===== config.mk =====
export PLATFORM = sky130hd
export DESIGN_NAME = i2c_slave_addr_match
export DESIGN_NICKNAME = d
export VERILOG_FILES = /design/src/rtl/sar_pkg.sv /design/src/rtl/sar_bus_sampler.sv /design/src/rtl/sar_addr_shift.sv /design/src/rtl/sar_compare.sv /design/src/rtl/i2c_slave_addr_match.sv
export SDC_FILE = /design/constraint.sdc
export NUM_CORES = 1
export LEC_CHECK = 0
export ABC_AREA = 1
export BUFFER_PORTS_ARGS = -buffer_cell sky130_fd_sc_hd__buf_2
export CAP_MARGIN = 40
export CORE_MARGIN = 1
export CORE_UTILIZATION = 49
export CTS_CLUSTER_DIAMETER = 60
export DETAILED_ROUTE_END_ITERATION = 7
export HOLD_SLACK_MARGIN = 0.06
export PLACE_DENSITY = 0.72
export SKIP_CTS_REPAIR_TIMING = 1
export SLEW_MARGIN = 20
export SYNTH_ARGS = -nofsm -noshare
export SYNTH_HDL_FRONTEND = slang
export SYNTH_HIERARCHICAL = 1
export SYNTH_SLANG_ARGS = --single-unit

===== constraint.sdc =====
create_clock -name clk -period 1.7 [get_ports clk]
set_input_delay 0.34 -clock clk [delete_from_list [all_inputs] [get_ports clk]]
set_output_delay 0.34 -clock clk [all_outputs]
set_load 0.1 [all_outputs]

===== src/rtl/sar_pkg.sv =====
package sar_pkg;
   typedef enum logic [2:0] {
      ST_IDLE,
      ST_ADDR,
      ST_PRE_ACK,
      ST_ACK,
      ST_HOLD
   } sar_state_e;
endpackage


===== src/rtl/sar_bus_sampler.sv =====
module sar_bus_sampler (
   input  logic clk,
   input  logic rst_n,
   input  logic tick,
   input  logic sda_in,
   input  logic scl_in,
   output logic ev_start,
   output logic ev_stop,
   output logic ev_rise,
   output logic ev_fall
);
   logic sda_l, scl_l;

   always_ff @(posedge clk or negedge rst_n) begin
      if (!rst_n) begin
         sda_l <= 1'b1;
         scl_l <= 1'b1;
      end else if (tick) begin
         sda_l <= sda_in;
         scl_l <= scl_in;
      end
   end

   // events compare the current pins against the last ticked sample
   assign ev_start = tick & scl_l & scl_in & sda_l & ~sda_in;
   assign ev_stop  = tick & scl_l & scl_in & ~sda_l & sda_in;
   assign ev_rise  = tick & ~scl_l & scl_in;
   assign ev_fall  = tick & scl_l & ~scl_in;
endmodule


===== src/rtl/sar_addr_shift.sv =====
module sar_addr_shift #(
   parameter int ADDR_BITS = 7
) (
   input  logic                 clk,
   input  logic                 rst_n,
   input  logic                 clr,
   input  logic                 shift_en,
   input  logic                 bit_in,
   output logic [ADDR_BITS:0]   next_byte,
   output logic [$clog2(ADDR_BITS+2)-1:0] count
);
   localparam int CNT_W = $clog2(ADDR_BITS + 2);

   logic [ADDR_BITS-1:0] sh_q;
   logic [CNT_W-1:0]     cnt_q;

   always_ff @(posedge clk or negedge rst_n) begin
      if (!rst_n) begin
         sh_q  <= '0;
         cnt_q <= '0;
      end else if (clr) begin
         sh_q  <= '0;
         cnt_q <= '0;
      end else if (shift_en) begin
         sh_q  <= next_byte[ADDR_BITS-1:0];
         cnt_q <= cnt_q + 1'b1;
      end
   end

   assign next_byte = {sh_q, bit_in};
   assign count     = cnt_q;
endmodule


===== src/rtl/sar_compare.sv =====
module sar_compare #(
   parameter int ADDR_BITS  = 7,
   parameter bit GC_SUPPORT = 1'b1
) (
   input  logic [ADDR_BITS:0] rx_byte,
   input  logic [ADDR_BITS:0] cfg,
   output logic               hit_own,
   output logic               hit_gc
);
   assign hit_own = (rx_byte[ADDR_BITS:1] == cfg[ADDR_BITS:1]);

   generate
      if (GC_SUPPORT) begin : g_gc
         assign hit_gc = cfg[0] & (rx_byte == '0);
      end else begin : g_no_gc
         assign hit_gc = 1'b0;
      end
   endgenerate
endmodule


===== src/rtl/i2c_slave_addr_match.sv =====
module i2c_slave_addr_match #(
   parameter int ADDR_BITS  = 7,
   parameter bit GC_SUPPORT = 1'b1
) (
   input  logic               clk,
   input  logic               rst_n,
   input  logic               tick,
   input  logic               sda_in,
   input  logic               scl_in,
   input  logic               master_active,
   input  logic               arb_lost,
   input  logic               reg_we,
   input  logic [ADDR_BITS:0] reg_wdata,
   output logic [ADDR_BITS:0] reg_rdata,
   output logic               match_own,
   output logic               match_gc,
   output logic               slave_sel,
   output logic               rw_bit,
   output logic               ack_drive
);
   import sar_pkg::*;

   localparam int BYTE_W = ADDR_BITS + 1;
   localparam int CNT_W  = $clog2(ADDR_BITS + 2);
   localparam logic [CNT_W-1:0] LAST_BIT = CNT_W'(BYTE_W - 1);

   generate
      if (ADDR_BITS < 1 || ADDR_BITS > 10) begin : g_bad_width
         $error("ADDR_BITS out of supported range");
      end
   endgenerate

   logic [BYTE_W-1:0] addr_q;
   logic              ev_start, ev_stop, ev_rise, ev_fall;
   logic [BYTE_W-1:0] next_byte;
   logic [CNT_W-1:0]  count;
   logic              hit_own, hit_gc;
   logic              armed_q, armed_now;
   logic              own_q, gc_q, rw_q;
   logic              shift_en, last_bit;
   sar_state_e        state_q;

   always_ff @(posedge clk or negedge rst_n) begin
      if (!rst_n)      addr_q <= '0;
      else if (reg_we) addr_q <= reg_wdata;
   end

   sar_bus_sampler u_sampler (
      .clk      (clk),
      .rst_n    (rst_n),
      .tick     (tick),
      .sda_in   (sda_in),
      .scl_in   (scl_in),
      .ev_start (ev_start),
      .ev_stop  (ev_stop),
      .ev_rise  (ev_rise),
      .ev_fall  (ev_fall)
   );

   assign shift_en = (state_q == ST_ADDR) & ev_rise;
   assign last_bit = shift_en & (count == LAST_BIT);

   sar_addr_shift #(.ADDR_BITS(ADDR_BITS)) u_shift (
      .clk       (clk),
      .rst_n     (rst_n),
      .clr       (ev_start),
      .shift_en  (shift_en),
      .bit_in    (sda_in),
      .next_byte (next_byte),
      .count     (count)
   );

   sar_compare #(.ADDR_BITS(ADDR_BITS), .GC_SUPPORT(GC_SUPPORT)) u_cmp (
      .rx_byte (next_byte),
      .cfg     (addr_q),
      .hit_own (hit_own),
      .hit_gc  (hit_gc)
   );

   assign armed_now = armed_q | arb_lost;

   always_ff @(posedge clk or negedge rst_n) begin
      if (!rst_n) begin
         state_q <= ST_IDLE;
         armed_q <= 1'b0;
         own_q   <= 1'b0;
         gc_q    <= 1'b0;
         rw_q    <= 1'b0;
      end else if (ev_start) begin
         state_q <= ST_ADDR;
         armed_q <= ~master_active;
         own_q   <= 1'b0;
         gc_q    <= 1'b0;
         rw_q    <= 1'b0;
      end else if (ev_stop) begin
         state_q <= ST_IDLE;
         own_q   <= 1'b0;
         gc_q    <= 1'b0;
         rw_q    <= 1'b0;
      end else begin
         unique case (state_q)
            ST_ADDR: begin
               armed_q <= armed_now;
               if (last_bit) begin
                  if (armed_now && (hit_own || hit_gc)) begin
                     own_q   <= hit_own;
                     gc_q    <= hit_gc;
                     rw_q    <= next_byte[0];
                     state_q <= ST_PRE_ACK;
                  end else begin
                     state_q <= ST_HOLD;
                  end
               end
            end
            ST_PRE_ACK: if (ev_fall) state_q <= ST_ACK;
            ST_ACK:     if (ev_fall) state_q <= ST_HOLD;
            default: ;
         endcase
      end
   end

   assign reg_rdata = addr_q;
   assign match_own = own_q;
   assign match_gc  = gc_q;
   assign slave_sel = own_q | gc_q;
   assign rw_bit    = rw_q;
   assign ack_drive = (state_q == ST_ACK);
endmodule


=== After elaboration in Yosys (flattened, before gate mapping) ===
Cells that the tools add are included.

* Bits in registers: 28
* Bits in read-only memories: 0
* Bits in latches: 0
* RAM bits: 0
* Memories kept: 0

* Add/sub/neg operators: 1
* Magnitude comparators: 0
* Divide/modulo/power cells: 0
* Reduce and logical (&&, ||, !) cells: 12
* Equal/unequal tests: 9
* Muxes and demuxes: 29
* Bitwise operators: 19
* Multiply operators: 0
* Shift operators: 0

{| class="wikitable"
|+ Operator list
! kind !! count
|-
| $mux 1 || 18
|-
| $mux 3 || 6
|-
| $mux 7 || 2
|-
| $and 1x1->1 || 12
|-
| $pmux 3 s3 || 1
|-
| $reduce_bool 3->1 || 3
|-
| $logic_not 8->1 || 1
|-
| $mux 4 || 2
|-
| $ne 4x4->1 const B || 2
|-
| $eq 7x7->1 || 1
|-
| $eq 3x2->1 const B || 2
|-
| $not 1->1 || 5
|-
| $reduce_bool 5->1 || 1
|-
| $add 4x1->4 const B || 1
|-
| $eq 4x3->1 const B || 1
|-
| $ne 4x1->1 const B || 1
|-
| $reduce_and 4->1 || 1
|-
| $reduce_bool 2->1 || 2
|-
| $eq 3x1->1 const B || 1
|-
| $reduce_and 3->1 || 1
|-
| $ne 2x2->1 const B || 1
|-
| $or 1x1->1 || 2
|-
| $reduce_and 2->1 || 1
|-
| $logic_and 1x1->1 || 1
|-
| $logic_or 1x1->1 || 1
|}

=== Longest topological paths before layout ===
* Word-level depth: 9
* Gate-level depth with buffers: 12

=== Cells and area by module ===
The synthesis kept the hierarchy.

{| class="wikitable"
|+ Modules (own cells, without submodules)
! module !! instances !! seq. area each (um^2) !! cells an instance !! area an instance (um^2)
|-
| i2c_slave_addr_match || 1 || 375.4 || 80 || 754.5
|-
| sar_addr_shift || 1 || 275.3 || 48 || 467.9
|-
| sar_compare || 1 || 0.0 || 42 || 168.9
|-
| sar_bus_sampler || 1 || 52.6 || 17 || 117.6
|}

=== Least setup slack after synthesis ===
No wires, ideal clock.

* Kind: register to output
* Start point: register own_q (netlist: match_own)
* End point: output port slave_sel
* Data required time: 1.360 ns
* Stages on the path, launching flop included: 3
* Arrival time: 1.716 ns
* Slack: -0.356 ns
* Path through: dfrtp_1 inv_1 nand2_1

* Longest elaborated chain between the ends: 1

{| class="wikitable"
|+ Ends and longest elaborated chain
! what !! line !! RTL
|-
| start: declaration || i2c_slave_addr_match.sv:39 || <nowiki>logic own_q, gc_q, rw_q;</nowiki>
|-
| start signal: assignment || i2c_slave_addr_match.sv:106 || <nowiki>own_q <= hit_own;</nowiki>
|-
| $or 1x1->1 || i2c_slave_addr_match.sv:125 || <nowiki>assign slave_sel = own_q | gc_q;</nowiki>
|-
| end: declaration || i2c_slave_addr_match.sv:17 || <nowiki>output logic slave_sel,</nowiki>
|}

Every way passes these cells.

=== Worst setup path after layout ===
* Start point: register state_q[2]
* End point: output port ack_drive

* Longest elaborated chain between the ends: 1

{| class="wikitable"
|+ Ends and longest elaborated chain
! what !! line !! RTL
|-
| start: declaration || i2c_slave_addr_match.sv:41 || <nowiki>sar_state_e state_q;</nowiki>
|-
| start signal: assignment || i2c_slave_addr_match.sv:84 || <nowiki>state_q <= ST_IDLE;</nowiki>
|-
| start signal: assignment || i2c_slave_addr_match.sv:90 || <nowiki>state_q <= ST_ADDR;</nowiki>
|-
| start signal: assignment || i2c_slave_addr_match.sv:96 || <nowiki>state_q <= ST_IDLE;</nowiki>
|-
| $eq 3x2->1 || i2c_slave_addr_match.sv:127 || <nowiki>assign ack_drive = (state_q == ST_ACK);</nowiki>
|-
| end: declaration || i2c_slave_addr_match.sv:19 || <nowiki>output logic ack_drive</nowiki>
|}

Every way passes these cells.

==> impl_metrics.json <==
{
  "holdPathStages": 2,
  "path_delay_family": "flip-flops",
  "min_from": "master_active",
  "path_cells": "nor2_4, nand2_1, inv_1, buf_12",
  "nets": 239,
  "slowest_stage": "dfrtp_1",
  "cts-htree-levels": 1,
  "rrSetupSlack_ns": 0.17,
  "detail_route.wl_per_cell_um": 11.3,
  "hold_viol_final": 0,
  "drv_cap": 0,
  "ir_drop_uv": 733,
  "place.port_buffers": 28,
  "setup_viol": 0,
  "vias": 1230,
  "cts.sinks": 28,
  "rows": 19,
  "ys_types": 26,
  "worstPathRequired_ns": 1.36,
  "yosysTopAreaCell": "dfrtp_1",
  "die_h_um": 57.5,
  "synth_top_area_share": 0.431,
  "whs_endpoint": "armed_q",
  "first_global_vias": 1109,
  "clockBufferDepth": 2,
  "critPathKind": "reg -> out",
  "core-area_um2": 2830,
  "worstPathMaxFanout": 4,
  "hold_path.class": "in -> reg",
  "tightestPinTransition_ns": 0.616,
  "drc": 2,
  "synth_area_leaders": "dfrtp_1 43%, nand2_1 12%, inv_1 8.2%, mux2_1 6.0%, nor2_1 4.7%",
  "routabilityCongestion": 0.883,
  "maxClockFrequency_mhz": 612,
  "run_status": "complete, but fails checks",
  "final_area_um2": 1790,
  "routed_wirelength_um": 2850,
  "numCtsBuffers": 3,
  "clk_pin_slew_ns": 0.15,
  "synth_seq_area_share": 0.466,
  "reg2reg_to": "match_gc",
  "powerDensity_nw_per_um2": 1310,
  "ios": 29,
  "cts-root-buf": "clkbuf_4",
  "avgSynthCellArea_um2": 8.07,
  "power_leakage_nw": 0.962,
  "crit_path_start": "state_q[2]",
  "synth_edf_count": 0,
  "diodes": 0,
  "dpl_cell_area_um2": 1720,
  "fin_crit_ns": 1.63,
  "timing.critical_path.from_type": "flop",
  "synth_flop_cell": "dfrtp_1",
  "syn_inst": 187,
  "drive_gt1_frac": 0.294,
  "synth_area_um2": 1510,
  "dieArea_um2": 3310,
  "path_depth": 4,
  "async_flop_share": 1.00,
  "max-slew-margin-rel": 0.589,
  "cpPeakStageDelay_ns": 0.44,
  "crit_arrival_ns": 1.29,
  "grt_max_degree": 29,
  "reg2reg_from": "u_shift/sh_q[5]",
  "start_util": 0.533,
  "grtUsageTotal": 0.187,
  "avgViaCountPerCell": 4.88,
  "die_w_um": 57.5,
  "violations": "DRC",
  "endpoint_kind": "output port",
  "rsz0062_at_grt": "no",
  "path_buf_inv": 2,
  "clk_latency_ns": 0.32,
  "maxSlewViolCount": 0,
  "antenna_found_initial": 0,
  "drtAntennaViolNets": 0,
  "ff2ff_path_depth": 9,
  "dp_hpwl_um": 2200,
  "total_power_w": 0.00235,
  "yosys_warnings": 6,
  "ys_ff_latch": 28,
  "first_iter_violations": 60,
  "grt_overflow": 0,
  "finalCritPeriodShare": 0.961,
  "firstDrtPassIters": 6,
  "grt_pass1_wl_um": 4750,
  "clock_skew_ns": 0.00295,
  "synth.net_count": 204,
  "cts_tree": "done",
  "area_delta_synth_final_pct": 18.8
}
==> metal layers <==
| layer | routed length, µm | track usage | vias to the layer above |
|---|---|---|---|
| li1 | - | - | 643 |
| met1 | 1360 | 0.254 | 567 |
| met5 | 0 | 0 | - |
| met4 | 13 | 0.0627 | 0 |
| met3 | 70 | 0.0204 | 2 |
| met2 | 1410 | 0.312 | 18 |
==> per-stage QoR <==
step                utilization  hold WS [ns]  setup WS (ns)  std cells  setup TNS (ns)
floorplan                     -        0.0444         -0.126        187          -0.126
global placement          0.607         0.382          0.218        246               0
detailed placement        0.607         0.392          0.171        246               0
CTS                       0.626       0.00634        -0.0186        250         -0.0186
global route              0.634         0.182        0.00402        252               0
finish                    0.634         0.186         0.0666        252               0
==> worst max path at each step <==
stage | to
final | ack_drive
after global routing | match_gc
after CTS | ack_drive
after detailed placement | match_gc
after global placement | match_gc
after floorplan | slave_sel
==> placed cells by master (no fill, tap or decap), types with 2 or more instances in the layout <==
cell      count
o21ai_1       4
mux2_1        8
dfrtp_2       8
inv_1        33
inv_2         5
o22ai_1       5
nor2_1       19
buf_2        27
nor2_4        6
a21oi_1       3
buf_4         3
nand3_2       2
nand2_1      46
o21ai_0       2
nand3_1      10
dfrtp_1      18
dfstp_2       2
nand2_2       4
clkbuf_4      3
nor2_2        2
==> flip-flops by register name (all words and copies together) (netlist names) <==
register	count
reg_rdata	8
u_shift/sh_q	7
u_shift/count	4
state_q	3
armed_q	1
match_gc	1
match_own	1
rw_bit	1
u_sampler/scl_l	1
u_sampler/sda_l	1
==> worst reg2reg max path, cell delays in order (launching register included) <==
cell and delay, ns:
dfrtp_1 0.44, nor2_1 0.12, nand3_1 0.10, nor3_1 0.21
nor2_1 0.09, nor2_2 0.17, nand3_4 0.12, nand2_1 0.10
nand2_1 0.05, nor2_1 0.09
==> final cells by class <==
cell class | instances | area, µm²
Clock inverter | 1 | 30.0
Clock buffer | 3 | 22.5
Fill cell | 249 | 1040
Inverter | 38 | 143
Timing Repair Buffer | 32 | 188
Tap cell | 31 | 38.8
Sequential cell | 28 | 713
Multi-Input combinational cell | 119 | 658
==> synth_stat cells (2+ instances only) <==
| library cell | n |
|---|---|
| nand2_1 | 47 |
| inv_1 | 33 |
| dfrtp_1 | 26 |
| nor2_1 | 19 |
| nand3_1 | 10 |
| mux2_1 | 8 |
| inv_2 | 5 |
| nor2_4 | 5 |
| o22ai_1 | 5 |
| o21ai_1 | 4 |
| a21oi_1 | 3 |
| nand2_2 | 3 |
| nor2_2 | 3 |
| dfstp_2 | 2 |
| nand3_2 | 2 |
| o21ai_0 | 2 |
==> power by group <==
part | leakage [nW] | switching (W) | internal (W)
clock | 0.0279 | 0.000196 | 0.000238
sequential | 0.341 | 0.000150 | 0.000844
combinational | 0.593 | 0.000648 | 0.000273
==> cells by family (layout without fill, tap and decap cells) <==
logic type	after synthesis	count (layout)	share of synthesized area
fa+ha+maj	1	1	0.00829
xor+xnor	1	1	0.00581
buf+inv	40	74	0.103
flops	28	28	0.466
mux	8	8	0.0597
compound gates	16	16	0.0605
simple gates	93	93	0.297
No activity file was read; power rests on OpenSTA's default activity.
